### src/rtl/pix_scan_pkg.sv
package pix_scan_pkg;

   typedef enum logic [2:0] {
      ST_IDLE,
      ST_RST,
      ST_INTEG,
      ST_XFER,
      ST_READ,
      ST_DONE
   } scan_state_t;

   localparam logic [1:0] MODE_FULL   = 2'b00;
   localparam logic [1:0] MODE_SUB    = 2'b01;
   localparam logic [1:0] MODE_REGION = 2'b10;

endpackage

### src/rtl/pix_axis_plan.sv
module pix_axis_plan
   import pix_scan_pkg::*;
#(
   parameter int N  = 8,
   localparam int AW = $clog2(N)
) (
   input  logic [1:0]    mode,
   input  logic          skip_three,
   input  logic [AW-1:0] lo,
   input  logic [AW-1:0] hi,
   output logic [AW-1:0] first,
   output logic [AW-1:0] last,
   output logic [1:0]    step,
   output logic          bad
);
   localparam int TOP   = N - 1;
   localparam int LAST2 = (TOP / 2) * 2;
   localparam int LAST3 = (TOP / 3) * 3;

   always_comb begin
      first = '0;
      last  = AW'(TOP);
      step  = 2'd1;
      bad   = 1'b0;
      case (mode)
         MODE_SUB: begin
            step = skip_three ? 2'd3 : 2'd2;
            last = skip_three ? AW'(LAST3) : AW'(LAST2);
         end
         MODE_REGION: begin
            first = lo;
            last  = hi;
            bad   = (lo > hi) || ({1'b0, hi} > (AW+1)'(TOP));
         end
         default: ;
      endcase
   end
endmodule

### src/rtl/pix_row_decoder.sv
module pix_row_decoder #(
   parameter int N  = 8,
   localparam int AW = $clog2(N)
) (
   input  logic          en,
   input  logic [AW-1:0] idx,
   output logic [N-1:0]  lines
);
   for (genvar g = 0; g < N; g++) begin : g_line
      assign lines[g] = en && (idx == AW'(g));
   end
endmodule

### src/rtl/pix_scan_seq.sv
module pix_scan_seq
   import pix_scan_pkg::*;
#(
   parameter int ROWS = 8,
   parameter int COLS = 8,
   parameter int IW   = 8,
   localparam int RAW = $clog2(ROWS),
   localparam int CAW = $clog2(COLS)
) (
   input  logic            clk,
   input  logic            rst_n,
   input  logic            start,
   input  logic [1:0]      mode,
   input  logic            skip_three,
   input  logic [RAW-1:0]  row_first,
   input  logic [RAW-1:0]  row_last,
   input  logic [CAW-1:0]  col_first,
   input  logic [CAW-1:0]  col_last,
   input  logic [IW-1:0]   int_cycles,
   output logic [ROWS-1:0] row_sel,
   output logic [CAW-1:0]  col_addr,
   output logic            pix_rst,
   output logic            xfer,
   output logic            pix_valid,
   output logic            frame_done,
   output logic            cfg_err
);
   if (ROWS < 2) begin : g_bad_rows
      $error("pix_scan_seq: ROWS must be at least 2");
   end
   if (COLS < 2) begin : g_bad_cols
      $error("pix_scan_seq: COLS must be at least 2");
   end
   if (IW < 1) begin : g_bad_iw
      $error("pix_scan_seq: IW must be at least 1");
   end

   scan_state_t    state;
   logic [RAW-1:0] row_idx, row_end;
   logic [CAW-1:0] col_idx, col_start, col_end;
   logic [1:0]     step_r;
   logic [IW-1:0]  int_r, cnt;
   logic           err_r;

   logic [RAW-1:0] r_first, r_last;
   logic [CAW-1:0] c_first, c_last;
   logic [1:0]     r_step, c_step;
   logic           r_bad, c_bad;

   pix_axis_plan #(.N(ROWS)) u_row_plan (
      .mode(mode), .skip_three(skip_three), .lo(row_first), .hi(row_last),
      .first(r_first), .last(r_last), .step(r_step), .bad(r_bad)
   );

   pix_axis_plan #(.N(COLS)) u_col_plan (
      .mode(mode), .skip_three(skip_three), .lo(col_first), .hi(col_last),
      .first(c_first), .last(c_last), .step(c_step), .bad(c_bad)
   );

   always_ff @(posedge clk or negedge rst_n) begin
      if (!rst_n) begin
         state     <= ST_IDLE;
         row_idx   <= '0;
         row_end   <= '0;
         col_idx   <= '0;
         col_start <= '0;
         col_end   <= '0;
         step_r    <= 2'd1;
         int_r     <= '0;
         cnt       <= '0;
         err_r     <= 1'b0;
      end else begin
         err_r <= 1'b0;
         case (state)
            ST_IDLE: begin
               if (start) begin
                  if (r_bad || c_bad) begin
                     err_r <= 1'b1;
                  end else begin
                     row_idx   <= r_first;
                     row_end   <= r_last;
                     col_idx   <= c_first;
                     col_start <= c_first;
                     col_end   <= c_last;
                     step_r    <= r_step;
                     int_r     <= int_cycles;
                     state     <= ST_RST;
                  end
               end
            end
            ST_RST: begin
               if (int_r == '0) begin
                  state <= ST_XFER;
               end else begin
                  cnt   <= int_r - 1'b1;
                  state <= ST_INTEG;
               end
            end
            ST_INTEG: begin
               if (cnt == '0) state <= ST_XFER;
               else           cnt   <= cnt - 1'b1;
            end
            ST_XFER: state <= ST_READ;
            ST_READ: begin
               if (col_idx == col_end) begin
                  col_idx <= col_start;
                  if (row_idx == row_end) begin
                     state <= ST_DONE;
                  end else begin
                     row_idx <= row_idx + RAW'(step_r);
                     state   <= ST_RST;
                  end
               end else begin
                  col_idx <= col_idx + CAW'(step_r);
               end
            end
            ST_DONE: state <= ST_IDLE;
            default: state <= ST_IDLE;
         endcase
      end
   end

   logic row_active;
   assign row_active = (state != ST_IDLE) && (state != ST_DONE);

   pix_row_decoder #(.N(ROWS)) u_row_dec (
      .en(row_active), .idx(row_idx), .lines(row_sel)
   );

   assign col_addr   = col_idx;
   assign pix_rst    = (state == ST_RST);
   assign xfer       = (state == ST_XFER);
   assign pix_valid  = (state == ST_READ);
   assign frame_done = (state == ST_DONE);
   assign cfg_err    = err_r;

endmodule

### config.mk
export PLATFORM = sky130hd
export DESIGN_NAME = pix_scan_seq
export DESIGN_NICKNAME = d
export VERILOG_FILES = /design/src/rtl/pix_scan_pkg.sv /design/src/rtl/pix_axis_plan.sv /design/src/rtl/pix_row_decoder.sv /design/src/rtl/pix_scan_seq.sv
export SDC_FILE = /design/constraint.sdc
export NUM_CORES = 1
export LEC_CHECK = 0
export BUFFER_PORTS_ARGS = -buffer_cell sky130_fd_sc_hd__buf_2
export CAP_MARGIN = 20
export CORE_ASPECT_RATIO = 0.8
export CORE_MARGIN = 5
export CORE_UTILIZATION = 51
export CTS_CLUSTER_SIZE = 24
export DETAILED_ROUTE_END_ITERATION = 12
export PLACE_DENSITY_LB_ADDON = 0.12
export SLEW_MARGIN = 10
export SYNTH_ARGS = -nofsm -noshare
export SYNTH_HDL_FRONTEND = slang
export SYNTH_SLANG_ARGS = --single-unit
### constraint.sdc
create_clock -name clk -period 2.06 [get_ports clk]
set_input_delay 0.515 -clock clk [delete_from_list [all_inputs] [get_ports clk]]
set_output_delay 0.515 -clock clk [all_outputs]
set_load 0.02 [all_outputs]
* Yosys cells after proc, flatten, opt, wreduce, memory -nomap -nowiden
Index checks and enable logic that the tools add are counted.
Storage, ports and cells: flip-flop bits (word level) 37, output and inout port bits 16, word-level logic and storage cells 93
Operators by class: $add $sub $neg 4, order comparisons 2, equality and inequality tests 24, multiplexer cells 30, bitwise gates (word level) 1, reductions and logical operators 22
Operators with widths (count):
- $mux W3 | 14
- $pmux W3 S2 | 4
- $eq A3 B3 Y1 const B | 6
- $logic_not A8 Y1 | 2
- $mux W8 | 2
- $pmux W8 S2 | 1
- $sub A8 B1 Y8 const B | 2
- $pmux W3 S5 | 1
- $eq A3 B2 Y1 const B | 4
- $ne A2 B2 Y1 const B | 6
- $logic_and A1 B1 Y1 | 9
- $reduce_and A3 Y1 | 3
- $mux W1 | 7
- $add A3 B2 Y3 | 2
- $eq A3 B1 Y1 const B | 2
- $eq A3 B3 Y1 | 2
- $gt A3 B3 Y1 | 2
- $logic_not A3 Y1 | 2
- $reduce_and A5 Y1 | 1
- $reduce_and A4 Y1 | 1
- $reduce_bool A2 Y1 | 2
- $ne A3 B3 Y1 const B | 1
- $reduce_bool A3 Y1 | 1
- $eq A2 B1 Y1 const B | 1
- 5 further kinds | 5

* Longest topological paths before layout
Gate-level depths: netlist (run 1).
word-level depth 6, depth in mapped cells 10

* By module
A second synthesis (run 1) with hierarchy kept.
Unflattened totals: cell total of the unflattened synthesis 253, area total of the unflattened synthesis 2542.4 sq um
By module, submodules not included:
- pix_scan_seq | instances 1, cells an instance 197, area each 2113.3 sq um
- pix_axis_plan | instances 2, cells an instance 24, area each 166.4 sq um
- pix_row_decoder | instances 1, cells an instance 8, area each 96.3 sq um

* Worst setup path before layout (run 1)
No wires, ideal clock.
path type input to register, start point input col_last[1], end point register int_r[2], setup time 0.125 ns, arrival time 2.112 ns, required time 1.935 ns, slack -0.177 ns, stages 7, buffers on the path 1, path through inv_1 ha_1 a211oi_1 nor3_1 nor3_1 buf_2 mux2_2
Between the ends: word-level cells in the longest chain between the ends 5
RTL lines:
- start: declaration | RTL line pix_scan_seq.sv:18 | input logic [CAW-1:0] col_last,
- $gt A3 B3 Y1 | RTL line pix_axis_plan.sv:33 | bad = (lo > hi) || ({1'b0, hi} > (AW+1)'(TOP));
- $mux W1 | RTL line pix_axis_plan.sv:25 | case (mode)
- $logic_or A1 B1 Y1 | RTL line pix_scan_seq.sv:77 | if (r_bad || c_bad) begin
- $not A1 Y1 (no source line)
- $reduce_and A3 Y1 (no source line)
- end signal: assignment | RTL line pix_scan_seq.sv:86 | int_r <= int_cycles;
- end: declaration | RTL line pix_scan_seq.sv:42 | logic [IW-1:0] int_r, cnt;
Every way passes these cells. A chain may end at the register's enable or synchronous reset.

* Worst setup path in the final report (run 1)
start point register state[2], end point output row_sel[0]
Between the ends: word-level cells in the longest chain between the ends 3, elaborated cells on any way between the ends 4
RTL lines:
- start: declaration | RTL line pix_scan_seq.sv:38 | scan_state_t state;
- start signal: assignment | RTL line pix_scan_seq.sv:62 | state <= ST_IDLE;
- start signal: assignment | RTL line pix_scan_seq.sv:87 | state <= ST_RST;
- start signal: assignment | RTL line pix_scan_seq.sv:93 | state <= ST_XFER;
- $ne A3 B3 Y1 or $reduce_bool A3 Y1 (tied branches) | RTL line pix_scan_seq.sv:124 | assign row_active = (state != ST_IDLE) && (state != ST_DONE);
- $logic_and A1 B1 Y1 * | RTL line pix_scan_seq.sv:124
- $logic_and A1 B1 Y1 * | RTL line pix_row_decoder.sv:10 | assign lines[g] = en && (idx == AW'(g));
- end: declaration | RTL line pix_scan_seq.sv:20 | output logic [ROWS-1:0] row_sel,
Every way passes the cells marked *; elsewhere a longest branch is shown, timed or not.

==> flow_summary.yaml, run 1 <==
status:
  status: "complete, no violations"
global_route:
  grt-ovfl-total: 0
  antenna_found_initial: 0
  track_usage_pct: 20.3
  grt_pass1_vias: 2175
  grt_max_degree: 38
  grt_first_pass_wirelength_um: 10100
power:
  switching_share_pct: 42.6
  leakagePower_uw: 0.00151
  p_int_uw: 2610
  switchingPower_uw: 1940
  pwr-share-seq_pct: 31.2
  peakVddDrop_v: 0.000938
  power_frac_comb_pct: 57.7
  finalPower_uw: 4550
  clock_power_share_pct: 11.1
  power_density_nw_per_um2: 1420
cells_and_area:
  final_cells: 399
  antenna_cells: 0
  nNetsFinal: 377
  finalCoreUtilization_pct: 68.5
  fill_cells: 399
  area_delta_synth_final_pct: 27.6
  layout-drive-gt1-share_pct: 39.2
yosys:
  synth_nets: 302
  synthCells: 263
  synthAdderAreaFrac_pct: 7.07
  synthSimpleGateAreaFrac_pct: 17.8
  synth_cell_types: 58
  ys_seq_area_share_pct: 36.9
  ys.flop_type: "dfrtp_1"
  muxShareOfSynthArea_pct: 11.7
  synth_top_family_by_area: "simple AND/OR/NAND/NOR gates"
  ys_seq_elements: 37
  synth_edf_count: 0
  synthXorXnorAreaFrac_pct: 2.79
  syn_area_per_cell_um2: 9.56
  synth-compound-area-share_pct: 16.8
  synth_area_um2: 2510
  postSynth.asyncResetShare_pct: 100
  yosys_warnings: 0
clocking:
  cts_root_buf: "clkbuf_8"
  clockBufferDepth: 2
  tritoncts: "done"
  clk_pin_slew_ns: 0.07
  cts_made_buffers: 5
  cts_max_level: 2
  cts_hold_buf: 0
  clock-sinks: 37
  clock_latency_ns: 0.30
timing:
  min_period_ns: 2.01
  rsz0062_at_grt: "true"
  holdWs_ns: 0.258
  setup_slack_ns: 0.0460
  slew_headroom_pct: 67.3
  slew_viol_final: 0
  setup_violations: 0
  fmax_mhz: 497
  min_period_over_period_pct: 97.8
  finClkSkew_ns: 0.00439
  tightest_slew_ns: 0.490
  finalHoldViolations: 0
floorplan:
  start_util_pct: 53.7
  core-area_um2: 4680
  rows: 22
  ios: 42
  fp.dieW_um: 88.5
  die_y_um: 72.8
  dieArea_um2: 6440
drt:
  drc: 0
  routed_wl_um: 6290
  via_per_inst: 5.65
  wl_per_cell_um: 15.8
  dr_total_vias: 2254
  firstDrtPassIters: 4
  ant_nets: 0
  drt_iter0_drc: 155
worst_setup_path:
  criticalPathCategory: "reg2out"
  critPathMaxFanout: 9
  end_kind: "output port"
  cp_data_arrival_time_ns: 1.50
  cp.required_ns: 1.54
  startpoint_type: "flop"
place:
  pre_cts_ws_ns: -0.273
  dpl.cell_count: 389
  gp_congestion: 0.826
  port_buffers: 41
  dp_hpwl_um: 4720
flow_run:
  cap_violations: 0
min_path:
  min_path_type: "in2async"
## state kept, by name (all words and copies together) (netlist names)
name / count
cfg_err: 1
cnt: 8
col_addr: 3
col_end: 3
col_start: 3
int_r: 8
row_end: 3
row_idx: 3
state: 3
step_r: 2
## critical path, stage by stage, from the launching register on
cell,delay [ns]
dfrtp_1,0.40
buf_6,0.16
xor2_2,0.22
o21bai_2,0.11
nor3_1,0.14
buf_4,0.17
## stage by stage
step                      setup TNS (ns)  instance area [um^2]
after global routing              -0.419                  3210
after detailed placement           -4.64                  3030
final                                  0                  3210
after floorplan                 -0.00363                  2540
after global placement             -2.87                  3030
after CTS                       -0.00133                  3140
## kinds of logic (layout without fill, tap and decap cells)
| logic type | after synthesis | in the layout |
|---|---|---|
| fa+ha+maj | 13 | 13 |
| buf+inv | 36 | 112 |
| mux | 27 | 27 |
| xor+xnor | 8 | 8 |
| compound gates | 60 | 60 |
| simple gates | 82 | 82 |
| flops | 37 | 37 |
## metal layers
| layer | vias up | track usage, % | part of all wire (%) |
|---|---|---|---|
| met5 | - | 0 | 0 |
| met4 | 0 | 5.70 | 1.3 |
| met3 | 9 | 4.29 | 5.6 |
| met2 | 59 | 28.3 | 43 |
| met1 | 1090 | 31.3 | 50 |
| li1 | 1096 | - | - |
## power groups by stage
| stage | logic, uW | registers [uW] | clock network, uW |
|---|---|---|---|
| 6_report | 2620 | 1420 | 506 |
| 5_1_grt | 2870 | 1470 | 546 |
| 4_1_cts | 2480 | 1400 | 513 |
| 3_5_place_dp | 2430 | 1400 | 0 |
| 3_3_place_gp | 2360 | 1390 | 0 |
| 2_1_floorplan | 1740 | 1340 | 0 |
## Yosys cell counts, drive strengths merged (6+ instances only)
| cell | count | area [um^2] |
|---|---|---|
| ha | 11 | 138 |
| nor2 | 14 | 52.6 |
| inv | 19 | 71.3 |
| a31oi | 14 | 87.6 |
| mux2 | 16 | 180 |
| nand2 | 22 | 90.1 |
| mux2i | 11 | 114 |
| o21ai | 11 | 55.1 |
| buf | 7 | 55.1 |
| xnor2 | 6 | 52.6 |
| clkbuf | 10 | 48.8 |
| dfrtp | 36 | 901 |
| nor3 | 11 | 55.1 |
| a21oi | 13 | 65.1 |
## worst paths after layout
kind                       slack (ns)          from  depth (start not counted)           end
max                              0.05      state[2]                          5    row_sel[0]
max in group asynchronous        1.43         rst_n                          2      state[0]
min reg2reg                      0.54  col_start[1]                          2  col_start[1]
min in group clk                 0.44    skip_three                          3     step_r[0]
max reg2reg                      0.05      int_r[5]                          6        cnt[5]
min                              0.26         rst_n                          2    row_idx[1]
## area by class of cell
cell class	instances	area [um^2]	share of cell area, %
timing repair buffer	85	562	17.5
clock buffer	6	72.6	2.26
clock inverter	2	10.0	0.312
multi-input combinational	190	1490	46.4
sequential	37	928	29.0
tap	60	75.1	2.34
inverter	19	71.3	2.22
## cell usage in the layout, fill, tap and decap left out, types with 5 or more instances in the layout
| cell type | n |
|---|---|
| buf_4 | 41 |
| buf_2 | 40 |
| dfrtp_1 | 35 |
| nand2_1 | 20 |
| inv_1 | 19 |
| mux2_2 | 15 |
| nor2_1 | 14 |
| a31oi_1 | 14 |
| a21oi_1 | 13 |
| ha_1 | 10 |
| nor3_1 | 9 |
| o21ai_0 | 9 |
| mux2i_1 | 8 |
| xnor2_1 | 6 |
| nand3_1 | 5 |
| nor4_1 | 5 |
| clkbuf_8 | 5 |
## timing repair
item / CTS / global route
setup endpoints to repair: 6 / 28
pin swaps: 0 / 5
cloned: 0 / 0
setup buffers: 1 / 1
gates resized for setup: 4 / 13
Note: power is estimated with default switching activity, not from simulation.
==> run 2: changes to the inputs <==
--- a/config.mk
+++ b/config.mk
@@ -13,6 +13,7 @@
 export CTS_CLUSTER_SIZE = 24
 export DETAILED_ROUTE_END_ITERATION = 12
 export PLACE_DENSITY_LB_ADDON = 0.12
+export RECOVER_POWER = 25
 export SLEW_MARGIN = 10
 export SYNTH_ARGS = -nofsm -noshare
 export SYNTH_HDL_FRONTEND = slang
==> flow_summary.yaml, run 2 (same netlist as run 1, synthesis figures left out) <==
status:
  status: "complete, no violations"
floorplan:
  start_util_pct: 53.7
  fp.dieW_um: 88.5
  core-area_um2: 4680
  die_y_um: 72.8
  ios: 42
  rows: 22
  dieArea_um2: 6440
cells_and_area:
  area_delta_synth_final_pct: 27.5
  reg.largest.list: "cnt (8), int_r (8)"
  layout-drive-gt1-share_pct: 39.2
  nNetsFinal: 377
  fill_cells: 400
  antenna_cells: 0
  finalCoreUtilization_pct: 68.5
  final_cells: 399
  final_cell_mix: "buf_2, buf_4, dfrtp_1"
clocking:
  cts_hold_buf: 0
  cts_root_buf: "clkbuf_8"
  clock_latency_ns: 0.30
  clockBufferDepth: 2
  clock-sinks: 37
  cts_max_level: 2
  tritoncts: "done"
  cts_made_buffers: 5
  clk_pin_slew_ns: 0.07
drt:
  routed_wl_um: 6290
  wl_per_cell_um: 15.8
  drt_iter0_drc: 155
  via_per_inst: 5.65
  drc: 0
  firstDrtPassIters: 4
  ant_nets: 0
  dr_total_vias: 2254
timing:
  tightest_slew_ns: 0.949
  finalHoldViolations: 0
  min_period_ns: 2.01
  rsz0062_at_grt: "true"
  slew_headroom_pct: 36.7
  setup_slack_ns: 0.0460
  setup_violations: 0
  fmax_mhz: 497
  slew_viol_final: 0
  finClkSkew_ns: 0.00439
  min_period_over_period_pct: 97.8
  setup-tns-final_ns: 0
place:
  pre_cts_ws_ns: -0.273
  dp_hpwl_um: 4720
  port_buffers: 41
  dpl.cell_count: 389
  gp_congestion: 0.826
power:
  peakVddDrop_v: 0.000938
  leakagePower_uw: 0.00151
  finalPower_uw: 4550
  power_density_nw_per_um2: 1420
global_route:
  grt_first_pass_wirelength_um: 10100
  track_usage_pct: 20.3
  grt-ovfl-total: 0
  grt_pass1_vias: 2175
  antenna_found_initial: 0
  grt_max_degree: 38
worst_setup_path:
  critPathMaxFanout: 9
  cp_data_arrival_time_ns: 1.50
  end_kind: "output port"
  cp.required_ns: 1.54
  criticalPathCategory: "reg2out"
  startpoint_type: "flop"
min_path:
  min_path_type: "in2async"
flow_run:
  cap_violations: 0
run 2: critical path: stages, from the launching register on:
cell      delay (ns)
dfrtp_1         0.40
buf_6           0.16
xor2_2          0.22
o21bai_2        0.11
nor3_1          0.14
buf_4           0.17
run 2: final cells by class:
cell class	instances	area (um^2)	area share [%]
inverter	19	71.3	2.23
timing repair buffer	85	559	17.5
clock buffer	6	72.6	2.26
sequential	37	928	29.0
multi-input combinational	190	1490	46.4
tap	60	75.1	2.34
clock inverter	2	10.0	0.312
run 2: power breakdown:
group / switching [uW] / internal, uW / leakage [uW]
Combinational: 1320 / 1300 / 0.00103
Clock: 271 / 235 / 0.0000450
Sequential: 348 / 1070 / 0.000439
Total: 1940 / 2610 / 0.00151
run 2: worst paths after layout:
kind | start | to | slack [ns] | depth (start not counted)
worst max-delay path | state[2] | row_sel[0] | 0.05 | 5
min in group clk | skip_three | step_r[0] | 0.44 | 3
max in group asynchronous | rst_n | state[0] | 0.97 | 2
worst max register to register | int_r[5] | cnt[5] | 0.05 | 6
worst min register to register | col_start[1] | col_start[1] | 0.54 | 2
worst min-delay path | rst_n | row_idx[1] | 0.44 | 2
run 2: stage by stage:
stage	instance area, um^2	hold slack, ns
6_report	3200	0.438
5_1_grt	3200	0.438
4_1_cts	3140	0.277
3_5_place_dp	3030	0.502
3_3_place_gp	3030	0.492
2_1_floorplan	2540	0.219
run 2: repair_timing:
item                       in CTS  in global routing
setup endpoints to repair       6                 28
resized for setup               4                 13
buffers inserted                1                  1
pin swaps                       0                  5
run 2: per-layer routing:
layer	GRT usage (%)	part of all wire (%)	wire length, um	vias up
met5	0	0	0	-
met4	5.70	1.3	81	0
met3	4.29	5.6	353	9
met2	28.3	43	2690	59
met1	31.3	50	3170	1090
li1	-	-	-	1096
